==> src/rtl/p2clk_pkg.sv <==
package p2clk_pkg;

  typedef enum logic {
    PH_LOW  = 1'b0,
    PH_HIGH = 1'b1
  } p2_phase_e;

  function automatic int unsigned imax(input int unsigned a, input int unsigned b);
    return (a > b) ? a : b;
  endfunction

endpackage

==> src/rtl/p2clk_rst_sync.sv <==
module p2clk_rst_sync (
  input  logic clk,
  input  logic rst_n,
  output logic rst_n_sync
);

  logic [1:0] sync_q;

  always_ff @(posedge clk or negedge rst_n) begin
    if (!rst_n) begin
      sync_q <= 2'b00;
    end else begin
      sync_q <= {sync_q[0], 1'b1};
    end
  end

  assign rst_n_sync = sync_q[1];

endmodule

==> src/rtl/p2clk_target_sel.sv <==
module p2clk_target_sel #(
  parameter int unsigned WS_W          = 4,
  parameter int unsigned CNT_W         = 5,
  parameter int unsigned THROTTLE_HIGH = 21
) (
  input  logic [WS_W-1:0]  wait_half,
  input  logic             status_prog,
  input  logic             status_data,
  input  logic             throttle_en,
  output logic [CNT_W-1:0] target,
  output logic             throttle_hit
);

  localparam logic [CNT_W-1:0] THR_T = CNT_W'(THROTTLE_HIGH);

  logic [CNT_W-1:0] base_t;

  always_comb begin
    base_t       = CNT_W'(wait_half) + CNT_W'(1);
    throttle_hit = throttle_en && !status_prog && !status_data;
    if (throttle_hit && (base_t < THR_T)) begin
      target = THR_T;
    end else begin
      target = base_t;
    end
  end

endmodule

==> src/rtl/p2clk_phase_seq.sv <==
module p2clk_phase_seq
  import p2clk_pkg::*;
#(
  parameter int unsigned CNT_W     = 5,
  parameter int unsigned LOW_TICKS = 1
) (
  input  logic             clk,
  input  logic             rst_n_sync,
  input  logic [CNT_W-1:0] target_in,
  input  logic             stall,
  output logic             phi2,
  output logic             rise_now,
  output logic [CNT_W-1:0] target_q
);

  localparam logic [CNT_W-1:0] LOW_T   = CNT_W'(LOW_TICKS);
  localparam logic [CNT_W-1:0] CNT_ONE = CNT_W'(1);
  localparam logic [CNT_W-1:0] CNT_MAX = {CNT_W{1'b1}};

  p2_phase_e        phase_q, phase_d;
  logic [CNT_W-1:0] cnt_q, cnt_d;
  logic [CNT_W-1:0] tgt_q, tgt_d;
  logic             cnt_en, tgt_en;

  // next-state logic
  always_comb begin
    phase_d  = phase_q;
    cnt_d    = cnt_q;
    tgt_d    = tgt_q;
    rise_now = 1'b0;
    unique case (phase_q)
      PH_LOW: begin
        if (cnt_q >= LOW_T) begin
          phase_d  = PH_HIGH;
          cnt_d    = CNT_ONE;
          tgt_d    = target_in;
          rise_now = 1'b1;
        end else begin
          cnt_d = cnt_q + CNT_ONE;
        end
      end
      PH_HIGH: begin
        if ((cnt_q >= tgt_q) && !stall) begin
          phase_d = PH_LOW;
          cnt_d   = CNT_ONE;
        end else if (cnt_q != CNT_MAX) begin
          cnt_d = cnt_q + CNT_ONE;
        end
      end
      default: begin
        phase_d = PH_LOW;
        cnt_d   = CNT_ONE;
      end
    endcase
    cnt_en = (cnt_d != cnt_q) || (phase_d != phase_q);
    tgt_en = rise_now;
  end

  // registers
  always_ff @(posedge clk or negedge rst_n_sync) begin
    if (!rst_n_sync) begin
      phase_q <= PH_LOW;
      cnt_q   <= CNT_ONE;
      tgt_q   <= CNT_ONE;
    end else begin
      phase_q <= phase_d;
      if (cnt_en) begin
        cnt_q <= cnt_d;
      end
      if (tgt_en) begin
        tgt_q <= tgt_d;
      end
    end
  end

  assign phi2     = (phase_q == PH_HIGH);
  assign target_q = tgt_q;

  AST_LOW_HOLD: assert property (@(posedge clk) disable iff (!rst_n_sync)
    (!phi2 && (cnt_q < LOW_T)) |=> !phi2);
  AST_LOW_END: assert property (@(posedge clk) disable iff (!rst_n_sync)
    (!phi2 && (cnt_q >= LOW_T)) |=> phi2);
  AST_MIN_HIGH: assert property (@(posedge clk) disable iff (!rst_n_sync)
    (phi2 && (cnt_q < tgt_q)) |=> phi2);
  AST_STALL_HOLD: assert property (@(posedge clk) disable iff (!rst_n_sync)
    (phi2 && stall) |=> phi2);
  AST_TARGET_STABLE: assert property (@(posedge clk) disable iff (!rst_n_sync)
    (phi2 && $past(phi2)) |-> $stable(tgt_q));
  AST_SAT_RELEASE: assert property (@(posedge clk) disable iff (!rst_n_sync)
    (phi2 && (cnt_q == CNT_MAX) && !stall) |=> !phi2);

endmodule

==> src/rtl/p2clk_stretch.sv <==
module p2clk_stretch
  import p2clk_pkg::*;
#(
  parameter int unsigned WS_W          = 4,
  parameter int unsigned LOW_TICKS     = 1,
  parameter int unsigned THROTTLE_HIGH = 21
) (
  input  logic            clk,
  input  logic            rst_n,
  input  logic [WS_W-1:0] wait_half,
  input  logic            bridge_stall,
  input  logic            status_prog,
  input  logic            status_data,
  input  logic            throttle_en,
  output logic            phi2
);

  localparam int unsigned MAX_T = imax(imax(2 ** WS_W, THROTTLE_HIGH), LOW_TICKS);
  localparam int unsigned CNT_W = $clog2(MAX_T + 1);

  logic             rst_n_sync;
  logic [CNT_W-1:0] target_c;
  logic [CNT_W-1:0] target_lat;
  logic             throttle_hit;
  logic             rise_now;

  p2clk_rst_sync u_rst_sync (
    .clk        (clk),
    .rst_n      (rst_n),
    .rst_n_sync (rst_n_sync)
  );

  p2clk_target_sel #(
    .WS_W          (WS_W),
    .CNT_W         (CNT_W),
    .THROTTLE_HIGH (THROTTLE_HIGH)
  ) u_target_sel (
    .wait_half    (wait_half),
    .status_prog  (status_prog),
    .status_data  (status_data),
    .throttle_en  (throttle_en),
    .target       (target_c),
    .throttle_hit (throttle_hit)
  );

  p2clk_phase_seq #(
    .CNT_W     (CNT_W),
    .LOW_TICKS (LOW_TICKS)
  ) u_phase_seq (
    .clk        (clk),
    .rst_n_sync (rst_n_sync),
    .target_in  (target_c),
    .stall      (bridge_stall),
    .phi2       (phi2),
    .rise_now   (rise_now),
    .target_q   (target_lat)
  );

  AST_THROTTLE_FLOOR: assert property (@(posedge clk) disable iff (!rst_n_sync)
    (rise_now && throttle_hit) |=> (target_lat >= CNT_W'(THROTTLE_HIGH)));
  AST_NO_THROTTLE: assert property (@(posedge clk) disable iff (!rst_n_sync)
    (rise_now && !throttle_hit) |=> (target_lat == CNT_W'($past(wait_half)) + CNT_W'(1)));

endmodule

==> config.mk <==
export PLATFORM = sky130hd
export DESIGN_NAME = p2clk_stretch
export DESIGN_NICKNAME = d
export VERILOG_FILES = /design/src/rtl/p2clk_pkg.sv /design/src/rtl/p2clk_rst_sync.sv /design/src/rtl/p2clk_target_sel.sv /design/src/rtl/p2clk_phase_seq.sv /design/src/rtl/p2clk_stretch.sv
export SDC_FILE = /design/constraint.sdc
export NUM_CORES = 1
export LEC_CHECK = 0
export ABC_AREA = 0
export BUFFER_PORTS_ARGS = -buffer_cell sky130_fd_sc_hd__buf_2
export CELL_PAD_IN_SITES_DETAIL_PLACEMENT = 1
export CELL_PAD_IN_SITES_GLOBAL_PLACEMENT = 1
export CORE_MARGIN = 3
export CORE_UTILIZATION = 30
export CTS_CLUSTER_DIAMETER = 60
export DETAILED_ROUTE_END_ITERATION = 7
export PLACE_DENSITY = 0.63
export SETUP_SLACK_MARGIN = 0.05
export SYNTH_ARGS = -nofsm -noshare
export SYNTH_HDL_FRONTEND = slang
export SYNTH_SLANG_ARGS = --single-unit
export TNS_END_PERCENT = 100
==> constraint.sdc <==
create_clock -name clk -period 0.8 [get_ports clk]
set_input_delay 0.16 -clock clk [delete_from_list [all_inputs] [get_ports clk]]
set_output_delay 0.16 -clock clk [all_outputs]
set_load 0.02 [all_outputs]
# Word level (Yosys, flattened, before mapping)
# Index checks and enable logic that the tools add are counted.
# totals
in_bits	10
elab_cells	31
out_inout_bits	1
register_bits	13
# op_classes
n_bitwise	1
n_lt_le_gt_ge	3
add_sub_neg	2
muxes	9
n_reduce_logical	9
n_eq_ne	3
# ops
cell	n
5-bit two-way mux	4
5-bit case mux with 2 select lines	1
4-bit by 1-bit adder with 5-bit output, second input constant	1
5-bit by 1-bit adder with 5-bit output, second input constant	1
5-bit by 1-bit greater-or-equal comparator with 1-bit output, second input constant	1
5-bit greater-or-equal comparator	1
5-bit less-than comparator, second input constant	1
5-bit inequality test	1
5-bit inequality test, second input constant	1
1-bit logical AND	4
1-bit logical NOT	3
1-bit two-way mux	3
3-bit AND reduction	1
1-bit case mux with 2 select lines	1
1-bit logical OR	1
1-bit inequality test	1
1-bit inverter	1

# Logic depth before layout (Yosys ltp)
# Gate-level depths: netlist of run 1.
# depth
word_depth	6
depth_mapped	6
mapped_depth_nobuf	6

# By module
# Synthesis of run 1 repeated with hierarchy kept, for this count alone.
# hier_totals
hier_cells	85
area_unflattened_um2	839.6
# modules_own_cells
module	cells_each	seq_area_each_um2	area_per_inst_um2	instances
p2clk_phase_seq	69	277.8	685.7	1
p2clk_target_sel	13	0.0	100.1	1
p2clk_rst_sync	3	50.0	53.8	1

# Worst setup path before layout of run 1
# No wires, ideal clock.
# synth_path
path_kind	reg-to-reg
startpoint	register u_phase_seq.cnt_q[1]
endpoint	register u_phase_seq.cnt_q[3]
t_arrival_ns	1.649
setup_ns	0.119
t_required_ns	0.681
period_less_slack_ns	1.768
n_path_buf	0
stages_incl_launch_ff	7
setup_slack_ns	-0.968
path_cell_list	dfrtp_1 ha_1 and3_2 ha_1 or4_4 xor2_1 nor2_2
# synth_between
elab_chain_cells	6
elab_cells_between_ends	15
cone_classes	add/sub (1); order compare (2); eq/ne (3); mux (7); reduce/logical (2)
# synth_lines
element	line	rtl
start, declared	p2clk_phase_seq.sv:21	logic [CNT_W-1:0] cnt_q, cnt_d;
start signal, assigned	p2clk_phase_seq.sv:68	cnt_q <= cnt_d;
5-bit by 1-bit adder with 5-bit output, or another cell as far along	p2clk_phase_seq.sv:39, p2clk_phase_seq.sv:47	
5-bit two-way mux or 1-bit logical AND (tied branches)	p2clk_phase_seq.sv:46, p2clk_phase_seq.sv:43	
5-bit two-way mux or 1-bit two-way mux (tied branches)	p2clk_phase_seq.sv:43	if ((cnt_q >= tgt_q) && !stall) begin
5-bit case mux with 2 select lines or 1-bit case mux with 2 select lines (tied branches)	p2clk_phase_seq.sv:31	unique case (phase_q)
5-bit inequality test or 1-bit inequality test (tied branches)	p2clk_phase_seq.sv:55	cnt_en = (cnt_d != cnt_q) || (phase_d != phase_q);
1-bit logical OR	p2clk_phase_seq.sv:55	
# Several ways; a longest one is shown, not always the timed one.
# A chain may end at the register's enable or synchronous reset.

# Worst setup path after layout of run 1
# layout_path
startpoint	register u_phase_seq.cnt_q[0]
endpoint	register u_phase_seq.cnt_q[2]
# The elaborated chain is that of the path after synthesis.

==> results of run 1 <==
[power groups by stage]
stage                     Clock, µW  Sequential (µW)  Combinational, µW
after floorplan                   0             1200               1280
after global placement            0             1190               2090
after detailed placement          0             1200               2210
after CTS                       432             1200               2590
after global routing            472             1250               3160
final                           441             1200               2830
[cell usage in the layout (no fill, tap or decap), types with 3 or more instances in the layout]
master     n
buf_2      9
buf_4     24
buf_6      4
clkbuf_4   3
dfrtp_1   10
ha_1       6
ha_4       4
inv_1      9
nand2_1    5
xnor2_1    3
[repair_timing]
item | in CTS | in global routing
setup buffers | 5 | 2
endpoints found under the hold margin | 2 | 0
pin swaps | 4 | 5
gates resized for setup | 14 | 8
endpoints found under the setup margin | 12 | 12
hold buffers | 1 | 0
[layer usage]
| metal | global-route usage [%] | part of all wire (%) |
|---|---|---|
| met5 | 0 | 0 |
| met4 | 5.96 | 1.5 |
| met3 | 3.39 | 2.0 |
| met2 | 23.8 | 48 |
| met1 | 20.9 | 48 |
[final timing paths]
check                      cells past startpoint  slack [ns]                      end                  from
setup / recovery                               7       -0.89     u_phase_seq.cnt_q[2]  u_phase_seq.cnt_q[0]
hold / removal                                 3        0.13  u_phase_seq.target_q[0]          wait_half[0]
setup reg to reg                               7       -0.89     u_phase_seq.cnt_q[2]  u_phase_seq.cnt_q[0]
hold reg to reg                                1        0.16     u_phase_seq.cnt_q[1]  u_rst_sync.sync_q[1]
max in group asynchronous                      1        0.42  u_phase_seq.target_q[0]  u_rst_sync.sync_q[1]
min in group asynchronous                      1        0.16     u_phase_seq.cnt_q[1]  u_rst_sync.sync_q[1]
[through the flow]
| step | power (µW) | area, µm² |
|---|---|---|
| 2_1_floorplan | 2480 | 843 |
| 3_3_place_gp | 3280 | 1080 |
| 3_5_place_dp | 3410 | 1080 |
| 4_1_cts | 4220 | 1210 |
| 5_1_grt | 4890 | 1260 |
| 6_report | 4480 | 1260 |
[worst register-to-register path, stage by stage (launching register included)]
cell     delay (ns)
dfstp_2        0.60
ha_4           0.15
and3_4         0.20
ha_4           0.14
buf_6          0.11
nor2b_2        0.04
xnor2_1        0.11
a32o_2         0.23
[sequential cells by signal, indices dropped and copies added, names as in the netlist]
name and count:
u_phase_seq.phi2 1, u_phase_seq.target_q 5, u_phase_seq.cnt_q 5, u_rst_sync.sync_q 2
[cell families (layout without fill, tap and decap cells)]
group,Yosys count,in the layout
xor+xnor,5,5
compound gates,18,18
buf+inv,11,53
simple gates,19,19
fa+ha+maj,10,10
flops,13,13
other cells,1,1
[final cells by class]
class / instances / area [µm²] / share of cell area [%]
Multi-Input combinational cell: 53 / 546 / 43.4
Inverter: 11 / 41.3 / 3.28
Timing Repair Buffer: 38 / 280 / 22.3
Tap cell: 28 / 35.0 / 2.79
Sequential cell: 13 / 329 / 26.2
Clock buffer: 4 / 26.3 / 2.09
==> metrics.txt, run 1 <==
drt pass-1 iters 4; switching power 1800 µW; H-tree Lvls 1; post-layout util a little over half; synthesized flop and latch total 13; post-detail-place hpwl between 1500 and 2000 µm; Port Buffers 10; combinational share of power 63.2%; status complete, but fails checks; Die Area 3260 µm²; CTS buffer count 3; Post-Synth XOR/XNOR Area 5.60%; post-route ant nets 0; Setup-failing EPs final 12; HP Class input pin to flip-flop; Routed WL 2200 µm; crit path buf inv count 1; top cells by area in the synthesized netlist dfrtp_1 35%, ha_1 16%, dfstp_2 6.7%, inv_1 5.3%, xnor2_1 3.4%; Post-synth EDFFs 0; Fin. Hold Viols 0; Syn Inst Count 77; max-cap viol count 0; Syn Nets between 90 and 100; Via density 4.91; crit-path cells ha_4 > and3_4 > ha_4 > buf_6 > nor2b_2 > xnor2_1 > a32o_2; vias in the first global route 793; top-area cell type share of the netlist area 35.2%; clock-pin transition on the worst setup and hold timing paths ~0.09 ns; slack of the critical path -0.887 ns; slowest cell delay on critical path 0.60 ns; Ant. Diodes 0; DRT iter0 DRCs 2; worst hold slack 0.125 ns; Core ar. 2340 µm²; synthesized area a little under 800 µm²; Final Slew Violations 0; Avg WL per Cell 14.9 µm; Critical Path AT between 1.5 and 2 ns; crit start category flip-flop; Leakage 0.000599 µW; syn_area_per_cell approximately 10 µm²; skew final 0.00175 ns; DRC viols 0; slowest CP cell dfstp_2; total gr overflow 0; post-layout min period 1.69 ns; worst slack, placed -0.886 ns; Synth Area in Adders between 10% and 20%; clock insertion delay at the later pin of the skew report ~0.28 ns; fraction of registers with async set/reset 100%; IO Pins 11; RSZ-0062 raised after global routing yes; sequential group share of total power 26.9%; layout cells sized above 1 58.0%; most common flop cell mapped by yosys dfrtp_1; sequential cell area fraction in the yosys report 41.9%; internal power 2670 µW; Synth warnings 0; DIE HEIGHT around 57 µm; VDD IR max just over 2 mV; CTS tree done; Finished Layout Cells 147; placed cells 135; Crit path required time 0.98 ns; Slew headroom 65.4%; Worst Path Max Fanout 4; cell area power density roughly 3600 nW/µm²; pin count of the biggest net entering global routing 12; CP endpoint kind flip-flop; Layout area overhead 60.8%; main combinational cell family by area after synthesis compound AO/OA/AOI/OAI gates; synth unique cells 30; clk sinks 13; Clock Path Buffers 2; vias 722; antenna violations before repair 0; sw frac 40.3%; synth cell count leaders 11 x dfrtp_1, 11 x inv_1, 10 x ha_1; CP delay by family, top flip-flops; die width 57.1 µm; Final Cycle Share 211%; violations in the final reports negative setup slack; Post-Synth Simple-Gate Area about 13%; # fillers 278; clock root buffer clkbuf_4; setup TNS -9.08 ns; mux cell area share after synthesis 0%; Final GP Congestion 0.757; Critical Path Most Common Cell ha_4; FMAX 593 MHz; Starting Density between 30 and 40%; Synth Area in Compound Gates 17.3%; num rows 17; Tot GR Track Use 15.4%; cell taking the most area after synthesis dfrtp_1; first-pass GRT wire length about 3800 µm; Crit Path Class flip-flop to flip-flop; Final nets 140; Least-Margin Pin Slew around 0.52 ns; clock power share 9.9%
(Power assumes the default switching activity.)
==> inputs of run 2 (changes only) <==
- CORE_MARGIN: 3 -> not set
- CORE_UTILIZATION: 30 -> 35
- PLACE_DENSITY: 0.63 -> 0.71
==> metrics.txt, run 2 (synthesized netlist as in run 1, its figures left out) <==
status complete, but fails checks; violations in the final reports negative setup slack; num rows 16 (-1); vias 739 (+2.4%); Final Instance Area 1290 µm² (+2.6%); crit-path cells inv_2 > ha_4 > nor2b_4 > o21ai_4 > a21oi_4 > a221o_1; HP Class input pin to flip-flop; clk sinks 13 (unchanged); Worst Path Max Fanout 3 (-1); CTS tree done; total gr overflow 0 (unchanged); Final nets 138 (-1.4%); combinational share of power 67.3% (+4.1 points); Finished Layout Cells 144 (-2.0%); clock-pin transition on the worst setup and hold timing paths 0.09 ns (about the same); post-layout min period 1.75 ns (+0.0597 ns); Setup-failing EPs final 12 (unchanged); r2r endpoint u_phase_seq.cnt_q[1]; clock root buffer clkbuf_4; clock insertion delay at the later pin of the skew report 0.29 ns (about the same); post-detail-place hpwl 1480 µm (-14%); Routed WL 2700 µm (+23%); sequential group share of total power 24.1% (-2.8 points); internal power 2880 µW (+7.8%); VDD IR max 2.00 mV (-1.1%); commonest non-fill, non-tap cell in the layout buf_4; Avg WL per Cell 18.8 µm (+26%); worst slack, placed -0.852 ns (+0.0333 ns); RSZ-0062 raised after global routing yes; Tot GR Track Use 21.4% (+6.0 points); DRT iter0 DRCs 9 (+7); Final GP Congestion 0.849 (+12%); drt pass-1 iters 4 (unchanged); Critical Path AT 1.90 ns (+0.04 ns); crit path launch u_phase_seq.cnt_q[0]; Leakage 0.000589 µW (-1.7%); placed cells 134 (-0.74%); skew final 0.00818 ns (+0.00643 ns); slowest cell delay on critical path 0.59 ns (about the same); Die Area 2430 µm² (-25%); Ant. Diodes 0 (unchanged); die width 49.3 µm (-14%); FMAX 573 MHz (-3.4%); pin count of the biggest net entering global routing 12 (unchanged); max-cap viol count 0 (unchanged); Starting Density 38.7% (+5.3 points); Critical Path Sink u_phase_seq.cnt_q[1]; Slew headroom 63.3% (-2.1 points); DIE HEIGHT 49.3 µm (-14%); antenna violations before repair 0 (unchanged); layout cells sized above 1 58.1% (+0.14 points); Via density 5.13 (+4.5%); Clock Path Buffers 2 (unchanged); cell area after placement 1080 µm² (-0.12%); DRC viols 0 (unchanged); IO Pins 11 (unchanged); post-route ant nets 0 (unchanged); Core ar. 2020 µm² (-14%); cell area power density 3900 nW/µm² (+9.6%); first-pass GRT wire length 3710 µm (-2.5%); CP endpoint kind flip-flop; Port Buffers 10 (unchanged); slack of the critical path -0.946 ns (-0.0597 ns); sw frac 42.8% (+2.4 points); Layout area overhead 65.0%; setup TNS -9.09 ns (-0.0102 ns); CTS buffer count 3 (unchanged); most frequent cells in the layout 23 x buf_4, 11 x dfrtp_1, 10 x inv_1; Crit Path Class flip-flop to flip-flop; H-tree Lvls 1 (unchanged); Final Cycle Share 218% (+7.5 points); Worst Hold Path Cells 3 (unchanged); clock power share 8.6% (-1.3 points); slowest CP cell dfstp_2; r2r setup slk -0.95 ns (-0.06 ns); Fin. Hold Viols 0 (unchanged); R2R depth 6 (-1); crit start category flip-flop; switching power 2150 µW (+19%); Crit path required time 0.95 ns (-0.03 ns); Final Slew Violations 0 (unchanged); R2R Path Start u_phase_seq.cnt_q[0]; vias in the first global route 819 (+3.3%); Least-Margin Pin Slew 0.549 ns (+0.0307 ns)
==> run 2: changes by cell type in the layout (fill, tap and decap cells not counted), sizes merged <==
cell,previous run,this run
buf,37,35
==> run 2: power by group through the flow <==
stage	logic (µW)	clock network [µW]	registers (µW)
after CTS	2570	447	1180
after floorplan	1280	0	1200
after detailed placement	2170	0	1180
after global placement	2110	0	1170
after global routing	3600	485	1240
final	3380	433	1210
==> run 2: worst min-delay path by stage <==
stage	from	to	slack (ns)
after floorplan	rst_n	u_rst_sync.sync_q[0]	-0.14
after global placement	rst_n	u_rst_sync.sync_q[0]	-0.05
after detailed placement	rst_n	u_rst_sync.sync_q[0]	-0.05
after CTS	wait_half[0]	u_phase_seq.target_q[0]	0.14
after global routing	wait_half[0]	u_phase_seq.target_q[0]	0.13
final	wait_half[0]	u_phase_seq.target_q[0]	0.13
==> run 2: what timing repair did <==
item,4_1_cts,5_1_grt
pin swaps,4,5
gates resized for setup,10,16
endpoints found under the hold margin,2,0
hold buffers,1,0
setup buffers,2,3
setup endpoints to repair,12,12
==> run 2: critical path, delay by kind of cell (launching register included) <==
family | cells | cell delay [ns]
buf+inv | 1 | 0.06
flops | 1 | 0.59
simple gates | 1 | 0.04
compound gates | 3 | 0.64
fa+ha+maj | 1 | 0.27
==> run 2: cell type report <==
cell class	count	area (µm²)
multi-input combinational	53	599
inverter	11	41.3
fill	220	732
tap	27	33.8
clock buffer	4	26.3
sequential	13	328
timing repair buffer	36	262
==> run 2: per-layer routing <==
layer | wire [µm] | share of wire [%] | up-vias | global-route usage (%)
met1 | 1090 | 40 | 364 | 23.0
li1 | - | - | 348 | -
met5 | 0 | 0 | - | 0
met2 | 1480 | 55 | 18 | 40.0
met4 | 87 | 3.2 | 0 | 10.3
met3 | 52 | 1.9 | 9 | 3.12
==> run 2: through the flow <==
stage | total power, µW | hold slack (ns) | util, %
2_1_floorplan | 2480 | -0.136 | -
3_3_place_gp | 3280 | -0.0531 | 53.3
3_5_place_dp | 3350 | -0.0471 | 53.3
4_1_cts | 4200 | 0.142 | 58.1
5_1_grt | 5330 | 0.130 | 63.8
6_report | 5030 | 0.126 | 63.8
